### src/rtl/capcmp_pkg.sv
package capcmp_pkg;
    typedef enum logic [1:0] {
        ST_FREE   = 2'd0,
        ST_SPLIT  = 2'd1,
        ST_SWITCH = 2'd2
    } tmr_state_e;

    localparam int BASE_SHIFT = 5;
    localparam int SEL_MAX    = 5;
    localparam int PRE_W      = BASE_SHIFT + SEL_MAX + 1;
endpackage

### src/rtl/capcmp_prescaler.sv
module capcmp_prescaler
    import capcmp_pkg::*;
#(
    parameter int SELW = 3
) (
    input  logic            clk,
    input  logic            rst_n,
    input  logic            clr,
    input  logic [SELW-1:0] sel,
    output logic            tick
);
    logic [PRE_W-1:0] pre_q;
    logic [SELW-1:0]  sel_c;
    logic [PRE_W-1:0] lim;

    always_comb begin
        sel_c = (sel > SELW'(SEL_MAX)) ? SELW'(SEL_MAX) : sel;
        lim   = (PRE_W'(1) << (PRE_W'(sel_c) + PRE_W'(BASE_SHIFT))) - PRE_W'(1);
        tick  = !clr && (pre_q >= lim);
    end

    always_ff @(posedge clk or negedge rst_n) begin
        if (!rst_n)      pre_q <= '0;
        else if (clr)    pre_q <= '0;
        else if (tick)   pre_q <= '0;
        else             pre_q <= pre_q + PRE_W'(1);
    end


    tick_gap_chk: assert property (@(posedge clk) disable iff (!rst_n)
        tick |=> !tick);
endmodule

### src/rtl/capcmp_mode_fsm.sv
module capcmp_mode_fsm
    import capcmp_pkg::*;
(
    input  logic clk,
    input  logic rst_n,
    input  logic mode_split,
    output logic free_en,
    output logic split_en,
    output logic clr_all
);
    tmr_state_e state_q, state_d;

    always_comb begin
        state_d = state_q;
        unique case (state_q)
            ST_FREE:   if (mode_split)  state_d = ST_SWITCH;
            ST_SPLIT:  if (!mode_split) state_d = ST_SWITCH;
            ST_SWITCH: state_d = mode_split ? ST_SPLIT : ST_FREE;
            default:   state_d = ST_FREE;
        endcase
    end

    always_ff @(posedge clk or negedge rst_n) begin
        if (!rst_n) state_q <= ST_FREE;
        else        state_q <= state_d;
    end

    always_comb begin
        free_en  = 1'b0;
        split_en = 1'b0;
        clr_all  = 1'b0;
        unique case (state_q)
            ST_FREE:   free_en  = 1'b1;
            ST_SPLIT:  split_en = 1'b1;
            ST_SWITCH: clr_all  = 1'b1;
            default:   clr_all  = 1'b1;
        endcase
    end


    switch_once_chk: assert property (@(posedge clk) disable iff (!rst_n)
        clr_all |=> !clr_all);
endmodule

### src/rtl/capcmp_channel.sv
module capcmp_channel #(
    parameter int BW = 32,
    parameter int CW = 16
) (
    input  logic          clk,
    input  logic          rst_n,
    input  logic          free_en,
    input  logic          split_en,
    input  logic          clr_all,
    input  logic          tick,
    input  logic          cap_sel,
    input  logic          cnt_op,
    input  logic          edge_evt,
    input  logic [BW-1:0] cmp,
    input  logic [BW-1:0] base,
    input  logic          clr_cap,
    input  logic          clr_match,
    output logic [CW-1:0] cnt,
    output logic [BW-1:0] cap,
    output logic          cap_flag,
    output logic          match_flag
);
    logic step, cap_ev, match_ev;

    always_comb begin
        step     = (cnt_op && !cap_sel) ? edge_evt : tick;
        cap_ev   = cap_sel && edge_evt && (free_en || split_en);
        match_ev = !cap_sel && ((free_en && tick && base == cmp) ||
                                (split_en && step && cnt == cmp[CW-1:0]));
    end

    always_ff @(posedge clk or negedge rst_n) begin
        if (!rst_n) begin
            cnt <= '0;
        end else if (clr_all) begin
            cnt <= '0;
        end else if (split_en) begin
            if (cap_ev || match_ev) cnt <= '0;
            else if (step)          cnt <= cnt + CW'(1);
        end
    end

    always_ff @(posedge clk or negedge rst_n) begin
        if (!rst_n) begin
            cap        <= '0;
            cap_flag   <= 1'b0;
            match_flag <= 1'b0;
        end else begin
            if (cap_ev) cap <= free_en ? base : BW'(cnt);
            cap_flag   <= cap_ev   | (cap_flag   & ~clr_cap);
            match_flag <= match_ev | (match_flag & ~clr_match);
        end
    end


    cap_clr_chk: assert property (@(posedge clk) disable iff (!rst_n)
        (split_en && cap_ev) |=> (cnt == '0));

    match_clr_chk: assert property (@(posedge clk) disable iff (!rst_n)
        (split_en && match_ev) |=> (cnt == '0));

    flag_set_chk: assert property (@(posedge clk) disable iff (!rst_n)
        (cap_ev && clr_cap) |=> cap_flag);
endmodule

### src/rtl/capcmp_timer.sv
module capcmp_timer #(
    parameter int NCH  = 4,
    parameter int BW   = 32,
    parameter int CW   = 16,
    parameter int NCNT = 2,
    parameter int SELW = 3
) (
    input  logic              clk,
    input  logic              rst_n,
    input  logic              mode_split,
    input  logic [SELW-1:0]   presc_sel,
    input  logic [NCH-1:0]    cap_sel,
    input  logic [NCNT-1:0]   cnt_op,
    input  logic [NCH*BW-1:0] cmp_val,
    input  logic [NCH-1:0]    edge_evt,
    input  logic [NCH-1:0]    clr_cap_flag,
    input  logic [NCH-1:0]    clr_match_flag,
    output logic [BW-1:0]     base_cnt,
    output logic [NCH*CW-1:0] chan_cnt,
    output logic [NCH*BW-1:0] cap_reg,
    output logic [NCH-1:0]    cap_flag,
    output logic [NCH-1:0]    match_flag
);
    logic free_en, split_en, clr_all, tick;

    capcmp_mode_fsm u_fsm (
        .clk(clk), .rst_n(rst_n), .mode_split(mode_split),
        .free_en(free_en), .split_en(split_en), .clr_all(clr_all)
    );

    capcmp_prescaler #(.SELW(SELW)) u_pre (
        .clk(clk), .rst_n(rst_n), .clr(clr_all), .sel(presc_sel), .tick(tick)
    );

    always_ff @(posedge clk or negedge rst_n) begin
        if (!rst_n)                base_cnt <= '0;
        else if (clr_all)          base_cnt <= '0;
        else if (free_en && tick)  base_cnt <= base_cnt + BW'(1);
    end

    for (genvar i = 0; i < NCH; i++) begin : g_ch
        logic op_i;
        if (i < NCNT) begin : g_cnt
            assign op_i = cnt_op[i];
        end else begin : g_tmr
            assign op_i = 1'b0;
        end
        capcmp_channel #(.BW(BW), .CW(CW)) u_ch (
            .clk(clk), .rst_n(rst_n),
            .free_en(free_en), .split_en(split_en), .clr_all(clr_all),
            .tick(tick), .cap_sel(cap_sel[i]), .cnt_op(op_i),
            .edge_evt(edge_evt[i]), .cmp(cmp_val[i*BW +: BW]), .base(base_cnt),
            .clr_cap(clr_cap_flag[i]), .clr_match(clr_match_flag[i]),
            .cnt(chan_cnt[i*CW +: CW]), .cap(cap_reg[i*BW +: BW]),
            .cap_flag(cap_flag[i]), .match_flag(match_flag[i])
        );
    end


    base_hold_chk: assert property (@(posedge clk) disable iff (!rst_n)
        (free_en && !tick) |=> $stable(base_cnt));
endmodule

### config.mk
export PLATFORM = sky130hd
export DESIGN_NAME = capcmp_timer
export DESIGN_NICKNAME = d
export VERILOG_FILES = /design/src/rtl/capcmp_pkg.sv /design/src/rtl/capcmp_prescaler.sv /design/src/rtl/capcmp_mode_fsm.sv /design/src/rtl/capcmp_channel.sv /design/src/rtl/capcmp_timer.sv
export SDC_FILE = /design/constraint.sdc
export NUM_CORES = 1
export LEC_CHECK = 0
export ABC_AREA = 1
export BUFFER_PORTS_ARGS = -buffer_cell sky130_fd_sc_hd__buf_2
export CAP_MARGIN = 25
export CORE_ASPECT_RATIO = 1.2
export CORE_MARGIN = 5
export CORE_UTILIZATION = 45
export DETAILED_ROUTE_END_ITERATION = 8
export PLACE_DENSITY = 0.69
export SKIP_LAST_GASP = 1
export SYNTH_ARGS = -nofsm -noshare
export SYNTH_HDL_FRONTEND = slang
export SYNTH_HIERARCHICAL = 1
export SYNTH_SLANG_ARGS = --single-unit
### constraint.sdc
create_clock -name clk -period 2.5 [get_ports clk]
set_input_delay 0.125 -clock clk [delete_from_list [all_inputs] [get_ports clk]]
set_output_delay 0.125 -clock clk [all_outputs]
set_load 0.02 [all_outputs]
## Yosys cells after proc, flatten, opt, wreduce, memory -nomap -nowiden

Cells that the tools add are included.

- Register bits after elaboration: 245
- Output and inout bits: 232
- Logic and storage cells: 152

- Add/sub/neg operators: 8
- Order comparisons: 2
- Equal/unequal tests: 18
- Shifts and indexed selects: 1
- Multiplexer cells: 33
- Bitwise gates (word level): 24
- Reduce and logical (&&, ||, !) cells: 47

Operators with widths:

| operator | count |
|---|---|
| 16-bit two-way mux | 16 |
| 32-bit two-way mux | 6 |
| 32-bit equality test | 4 |
| 16-bit by 1-bit adder with 16-bit output (second input constant) | 4 |
| 16-bit equality test | 4 |
| 32-bit by 1-bit adder with 32-bit output (second input constant) | 1 |
| 1-bit logical AND | 27 |
| 11-bit two-way mux | 2 |
| 3-bit by 1-bit != test with 1-bit output (second input constant) | 4 |
| 11-bit by 1-bit adder with 11-bit output (second input constant) | 1 |
| 11-bit greater-or-equal comparator | 1 |
| 1-bit by 11-bit << shifter with 11-bit output (first input constant) | 1 |
| 11-bit by 2-bit subtractor with 11-bit output (second input constant) | 1 |
| 2-bit AND reduction | 5 |
| 1-bit logical OR | 9 |
| 1-bit bitwise AND | 8 |
| 1-bit inverter | 8 |
| 1-bit OR | 8 |
| 2-bit one-hot mux with 3 select lines | 1 |
| 1-bit two-way mux | 5 |
| 3-bit by 3-bit adder with 4-bit output (second input constant) | 1 |
| 1-bit zero test | 4 |
| 2-bit two-way mux | 2 |
| 2-bit by 1-bit != test with 1-bit output (second input constant) | 2 |
| other kinds (7) | 8 |

## Longest topological paths before layout

- Depth in word-level cells: 16
- Mapped depth: 34
- Gate-level depth less buffers: 33

## Hierarchy

The synthesis kept the hierarchy.

By module, submodules not included:

| module | times used | cells an instance | area an instance (um^2) | seq. area each (um^2) |
|---|---|---|---|---|
| capcmp_channel (g_ch[1].u_ch ...) | 3 | 507 | 3390.8 | 1251.2 |
| capcmp_channel (g_ch[0].u_ch) | 1 | 507 | 3384.5 | 1251.2 |
| capcmp_timer | 1 | 288 | 1989.4 | 800.8 |
| capcmp_prescaler | 1 | 171 | 1158.6 | 275.3 |
| capcmp_mode_fsm | 1 | 14 | 100.1 | 50.0 |

## Worst setup path before layout

No wires, ideal clock.

- Path kind: input to register
- Start point: in presc_sel[2]
- End point: reg g_ch[0].u_ch.cnt[10]
- Arrival: 3.497 ns
- Data required time: 2.381 ns
- Slack: -1.115 ns
- Stages on the path: 33
- Path buffers: 1
- Cells stage by stage: inv_2 nand3_4 ha_1 nand2_4 nor2_4 inv_1 ha_1 nand2_1 inv_1 nand3b_1 nand2_1 ha_1 nand2_1 nor2_1 nand2_1 nand2_1 inv_1 nand3_1 nor2_1 nor2_1 nand2_1 o21bai_1 nor2_1 nand2_1 nor2_1 nand3_1 nand2_1 nand2_1 nand3_2 nand2_4 buf_6 nand2_1 o21ai_2

- Word-level cells in the longest chain between the ends: 16
- Elaborated cells between the ends (all ways): 20
- Those cells by class: add/sub (2); order compare (2); eq/ne (1); shift (1); mux (5); reduce/logical (9)

RTL lines:

| item | RTL line | RTL |
|---|---|---|
| from (decl) | capcmp_timer.sv:11 | `input logic [SELW-1:0] presc_sel,` |
| 3-bit > comparator | capcmp_prescaler.sv:17 | `sel_c = (sel > SELW'(SEL_MAX)) ? SELW'(SEL_MAX) : sel;` |
| 3-bit two-way mux * | capcmp_prescaler.sv:17 |  |
| 3-bit by 3-bit adder with 4-bit output * | capcmp_prescaler.sv:18 | `lim = (PRE_W'(1) << (PRE_W'(sel_c) + PRE_W'(BASE_SHIFT))) - PRE_W'(1);` |
| 1-bit by 11-bit << shifter with 11-bit output * | capcmp_prescaler.sv:18 |  |
| 11-bit by 2-bit subtractor with 11-bit output * | capcmp_prescaler.sv:18 |  |
| 11-bit greater-or-equal comparator * | capcmp_prescaler.sv:19 | `tick = !clr && (pre_q >= lim);` |
| 1-bit logical AND * | capcmp_prescaler.sv:19 |  |
| via tick | capcmp_timer.sv:24 | `logic free_en, split_en, clr_all, tick;` |
| 1-bit two-way mux | capcmp_channel.sv:26 | `step = (cnt_op && !cap_sel) ? edge_evt : tick;` |
| 1-bit logical AND (2 in a row) | capcmp_channel.sv:29 | `(split_en && step && cnt == cmp[CW-1:0]));` |
| 1-bit logical OR | capcmp_channel.sv:28 | `match_ev = !cap_sel && ((free_en && tick && base == cmp) \|\|` |
| 1-bit logical AND | capcmp_channel.sv:28 |  |
| 1-bit logical OR | capcmp_channel.sv:38 | `if (cap_ev \|\| match_ev) cnt <= '0;` |
| 16-bit two-way mux | capcmp_channel.sv:38 |  |
| 16-bit two-way mux | capcmp_channel.sv:37 | `end else if (split_en) begin` |
| 16-bit two-way mux | capcmp_channel.sv:35 | `end else if (clr_all) begin` |
| to (signal assigned) | capcmp_channel.sv:39 | `else if (step) cnt <= cnt + CW'(1);` |
| to (decl) | capcmp_channel.sv:18 | `output logic [CW-1:0] cnt,` |

The timed path passes the listed nets; every way through them passes the cells marked *. The select of a mux whose other input is x is not followed.
A chain may end at the register's enable or synchronous reset.

## Worst setup path in the final report

- Start point: in presc_sel[2]
- End point: reg g_ch[3].u_ch.cnt[5]

- Word-level cells in the longest chain between the ends: 15
- Elaborated cells between the ends (all ways): 19
- Those cells by class: add/sub (2); order compare (2); eq/ne (1); shift (1); mux (4); reduce/logical (9)

RTL lines:

| item | RTL line |
|---|---|
| 3-bit > comparator | capcmp_prescaler.sv:17 |
| 3-bit two-way mux * | capcmp_prescaler.sv:17 |
| 3-bit by 3-bit adder with 4-bit output * | capcmp_prescaler.sv:18 |
| 1-bit by 11-bit << shifter with 11-bit output * | capcmp_prescaler.sv:18 |
| 11-bit by 2-bit subtractor with 11-bit output * | capcmp_prescaler.sv:18 |
| 11-bit greater-or-equal comparator * | capcmp_prescaler.sv:19 |
| 1-bit logical AND * | capcmp_prescaler.sv:19 |
| via tick | capcmp_timer.sv:24 |
| 1-bit logical AND, on equally long branches (2 in a row) | capcmp_channel.sv:28, capcmp_channel.sv:29 |
| 1-bit logical OR | capcmp_channel.sv:28 |
| 1-bit logical AND | capcmp_channel.sv:28 |
| 1-bit logical OR | capcmp_channel.sv:38 |
| 16-bit two-way mux | capcmp_channel.sv:38 |
| 16-bit two-way mux | capcmp_channel.sv:37 |
| 16-bit two-way mux | capcmp_channel.sv:35 |
| to (signal assigned) | capcmp_channel.sv:39 |
| to (decl) | capcmp_channel.sv:18 |

Marks and branches as above.

==> metrics.txt <==
last weighted congestion value of the routability-driven placer 0.966; count of final max-slew check failures 0; yosys synthesis warning count 6; slew at the pin with the worst max-slew slack approximately 0.74 ns; most instantiated flip-flop cell in the synthesis netlist sky130_fd_sc_hd__dfrtp_1; max-cap viol count 0; Synth cell types 44; global-route track usage on met3 5.37%; most used cell along the critical path sky130_fd_sc_hd__nand2_4; final routed wirelength across all metal layers 67300 um; effective utilization at floorplan a little under half; clock transition at the registers of the reported paths ~0.060 ns; Avg Cell Area, Syn between 6 and 7 sq um; total number of clock tree sinks 245; Worst Hold Class input port to async pin; leakage power summed over all cells approximately 12 nW; number of global-route vias before repair between 15000 and 20000; Die Y between 200 and 250 um; result of the run finished with violations; number of iterations in the first detailed-routing pass 6; number of placement rows slightly below 80; max_slew headroom 50.9%; standard cell core area 36900 sq um; worst IR drop on VDD a little over 500 uV; CTS Buf Count 29; overflow left after global routing 0; number of ports placed on the die boundary around 380; port buffer count between 300 and 400; Worst EP required between 2 and 3 ns; global-route wire length before repair 101000 um; maximum number of pins on one net before global-route repair 72; kind of launch point of the worst setup path input port; area added between synthesis and finish 33.4%; number of flip-flops in the largest register roughly 130; clk_lat worst skew 0.57 ns; maximum fanout along the worst path 8; critical path class input port to flip-flop; residual DRC count 0; Mapped Cells ~2500; Post-DRT Antenna Nets 0; worst-case setup margin in the final layout -0.698 ns; number of DRC violations after detailed-routing iteration 0 approximately 1500; leading area contributor after synthesis sky130_fd_sc_hd__dfrtp_1; CP max-delay cell sky130_fd_sc_hd__ha_4; layout cells sized above 1 around 29%; Die Area 41300 sq um; global routing usage summed across all routing layers between 30% and 40%; Sum Neg Setup Slack -54.81 ns; fraction of synthesized cell area taken by the top area cell type between 30% and 40%; count of endpoints failing hold in the final timing report 0; final-layout fill cell count roughly 3400; Critical Path Sink Type flip-flop; arrival time worst endpoint 3.66 ns; mapped cell area around 17000 sq um; final setup violation count between 100 and 150; estimated wirelength of the detail-placed design 49000 um; number of synthesized flops with an enable pin 0; power density cells 618 nW/um^2; vias 18700; met2 global-route usage between 40% and 50%; largest cells by area after synthesis sky130_fd_sc_hd__dfrtp_1 (36%), sky130_fd_sc_hd__nand2_1 (19%), sky130_fd_sc_hd__inv_1 (7.4%); number of flip-flops and latches in the synthesized netlist ~250; Wirelength per Cell between 15 and 20 um; final clock skew 0.00881 ns; vias per std cell 5.31; GRT Max-Usage Layer met2; delay of the slowest cell on the worst path between 0.2 and 0.3 ns; crit share post-route 128%; Final Net Count around 3200; portion of the post-synthesis area used by sequential elements between 30% and 40%; overall die width around 190 um; GR met1 Demand/Resource between 30% and 40%; deepest clock path buffer count 3; failing checks setup timing; Clock Root Buffer sky130_fd_sc_hd__clkbuf_16; Clock H-tree levels 1; TritonCTS clock tree done; unrepaired setup endpoints after global routing yes; share of synthesized flip-flops with an asynchronous set or reset 100%; post-route minimum period 3.20 ns; fmax ~310 MHz; final hold slack around 0.079 ns; initial antenna violation count 8
==> worst max-delay path: cells and delay by family <==
family | cells | cell delay, ns
AO/OA/AOI/OAI | 1 | 0.06
adder cells (fa/ha/maj) | 3 | 0.73
buffers and inverters | 6 | 0.60
AND/OR/NAND/NOR | 22 | 2.13
==> path summary, 6_finish.rpt <==
kind	from	to	slack [ns]	depth (start not counted)
worst max-delay path	presc_sel[2]	g_ch[3].u_ch/cnt[5]$_DFFE_PN0P_	-0.70	32
worst min-delay path	rst_n	u_pre/pre_q[2]$_DFF_PN0_	0.08	2
worst max register to register	u_pre/pre_q[6]$_DFF_PN0_	g_ch[3].u_ch/cnt[5]$_DFFE_PN0P_	-0.59	21
worst min register to register	g_ch[3].u_ch/cap[4]$_DFFE_PN0P_	g_ch[3].u_ch/cap[4]$_DFFE_PN0P_	0.47	2
max in group asynchronous	rst_n	g_ch[1].u_ch/cnt[4]$_DFFE_PN0P_	1.60	3
min in group clk	cap_sel[3]	g_ch[3].u_ch/cap_flag$_DFF_PN0_	0.08	4
==> per-layer routing <==
layer | routed length [um] | part of all wire, %
met1 | 26600 | 39
met2 | 32000 | 47
met3 | 5630 | 8.4
met4 | 3130 | 4.6
met5 | 27 | 0.040
==> final cells by class <==
| class | instances | area [sq um] | area share [%] |
|---|---|---|---|
| repair buffers | 581 | 3800 | 17.0 |
| clock inverters | 10 | 82.6 | 0.368 |
| well taps | 474 | 593 | 2.65 |
| clock buffers | 42 | 865 | 3.86 |
| flip-flops and latches | 245 | 6130 | 27.4 |
| diodes | 6 | 15.0 | 0.0670 |
| inverters | 352 | 1340 | 5.98 |
| multi-input cells | 1820 | 9590 | 42.8 |
==> cell usage after synthesis, types with 4 or more instances <==
master	number
sky130_fd_sc_hd__o211ai_1	5
sky130_fd_sc_hd__nand4_1	67
sky130_fd_sc_hd__buf_6	13
sky130_fd_sc_hd__nor2_4	10
sky130_fd_sc_hd__nand3b_1	5
sky130_fd_sc_hd__nand2_1	857
sky130_fd_sc_hd__a21oi_1	32
sky130_fd_sc_hd__nand3_2	7
sky130_fd_sc_hd__buf_2	18
sky130_fd_sc_hd__clkbuf_1	49
sky130_fd_sc_hd__o21ai_0	218
sky130_fd_sc_hd__inv_2	16
sky130_fd_sc_hd__nor2_2	21
sky130_fd_sc_hd__nand3_1	82
sky130_fd_sc_hd__o21ai_1	19
sky130_fd_sc_hd__dfrtp_1	245
sky130_fd_sc_hd__clkbuf_2	9
sky130_fd_sc_hd__ha_1	17
sky130_fd_sc_hd__clkinv_1	5
sky130_fd_sc_hd__or2_2	4
sky130_fd_sc_hd__o22ai_1	8
sky130_fd_sc_hd__xor2_1	53
sky130_fd_sc_hd__a31oi_1	4
sky130_fd_sc_hd__inv_1	331
sky130_fd_sc_hd__nor3_1	34
sky130_fd_sc_hd__nor2_1	215
sky130_fd_sc_hd__o21ai_2	61
sky130_fd_sc_hd__xnor2_1	53
sky130_fd_sc_hd__nand2_2	15
==> layout by cell type (no fill, tap or decap), types with 10 or more instances in the layout <==
cell / n
sky130_fd_sc_hd__inv_2: 19
sky130_fd_sc_hd__a21oi_1: 27
sky130_fd_sc_hd__nand2_2: 46
sky130_fd_sc_hd__buf_2: 381
sky130_fd_sc_hd__xor2_1: 53
sky130_fd_sc_hd__o21ai_2: 65
sky130_fd_sc_hd__nor2_2: 23
sky130_fd_sc_hd__nor2_1: 204
sky130_fd_sc_hd__nand4_1: 67
sky130_fd_sc_hd__nor3_1: 33
sky130_fd_sc_hd__dlygate4sd3_1: 10
sky130_fd_sc_hd__o21ai_0: 207
sky130_fd_sc_hd__buf_6: 17
sky130_fd_sc_hd__inv_1: 324
sky130_fd_sc_hd__nand2_1: 786
sky130_fd_sc_hd__nor2_4: 19
sky130_fd_sc_hd__buf_4: 150
sky130_fd_sc_hd__nand3_2: 15
sky130_fd_sc_hd__xnor2_1: 53
sky130_fd_sc_hd__clkbuf_16: 34
sky130_fd_sc_hd__o21ai_1: 25
sky130_fd_sc_hd__buf_12: 17
sky130_fd_sc_hd__ha_1: 14
sky130_fd_sc_hd__nand3_1: 72
sky130_fd_sc_hd__nand2_4: 40
sky130_fd_sc_hd__dfrtp_1: 244
==> cell families after synthesis <==
kind of cell,synth area share [%]
AO/OA/AOI/OAI,12.3
AND/OR/NAND/NOR,33.5
other,0.0223
multiplexers,0.201
flip-flops,36.5
adder cells (fa/ha/maj),1.27
buffers and inverters,10.7
XOR/XNOR,5.52
==> where the power goes <==
group          switching (mW)  total [mW]  internal, mW
Clock                    1.78        4.27          2.48
Combinational            3.17        4.77          1.61
Sequential              0.407        4.81          4.40
Total                    5.36        13.8          8.49
==> per-stage QoR <==
stage                     setup WS [ns]  power (mW)  instances  instance area (sq um)  utilization, %
final                            -0.698        13.8       3530                  22400            60.8
after global routing             -0.905        14.5       3529                  22400            60.8
after CTS                        -0.467        13.6       3510                  21800            59.1
after detailed placement          -1.27        9.08       3412                  20300            55.1
after global placement            -1.21        9.01       3412                  20300            55.1
after floorplan                  -0.722        7.50       2504                  17100               -
==> repair_timing <==
| item | CTS | global route |
|---|---|---|
| setup endpoints to repair | 98 | 111 |
| buffers inserted | 33 | 11 |
| gates resized for setup | 31 | 94 |
| hold endpoints to repair | 146 | 0 |
| gates cloned | 3 | 7 |
| hold buffers | 10 | 0 |
| pin swaps | 17 | 43 |
Note: power is estimated with default switching activity, not from simulation.
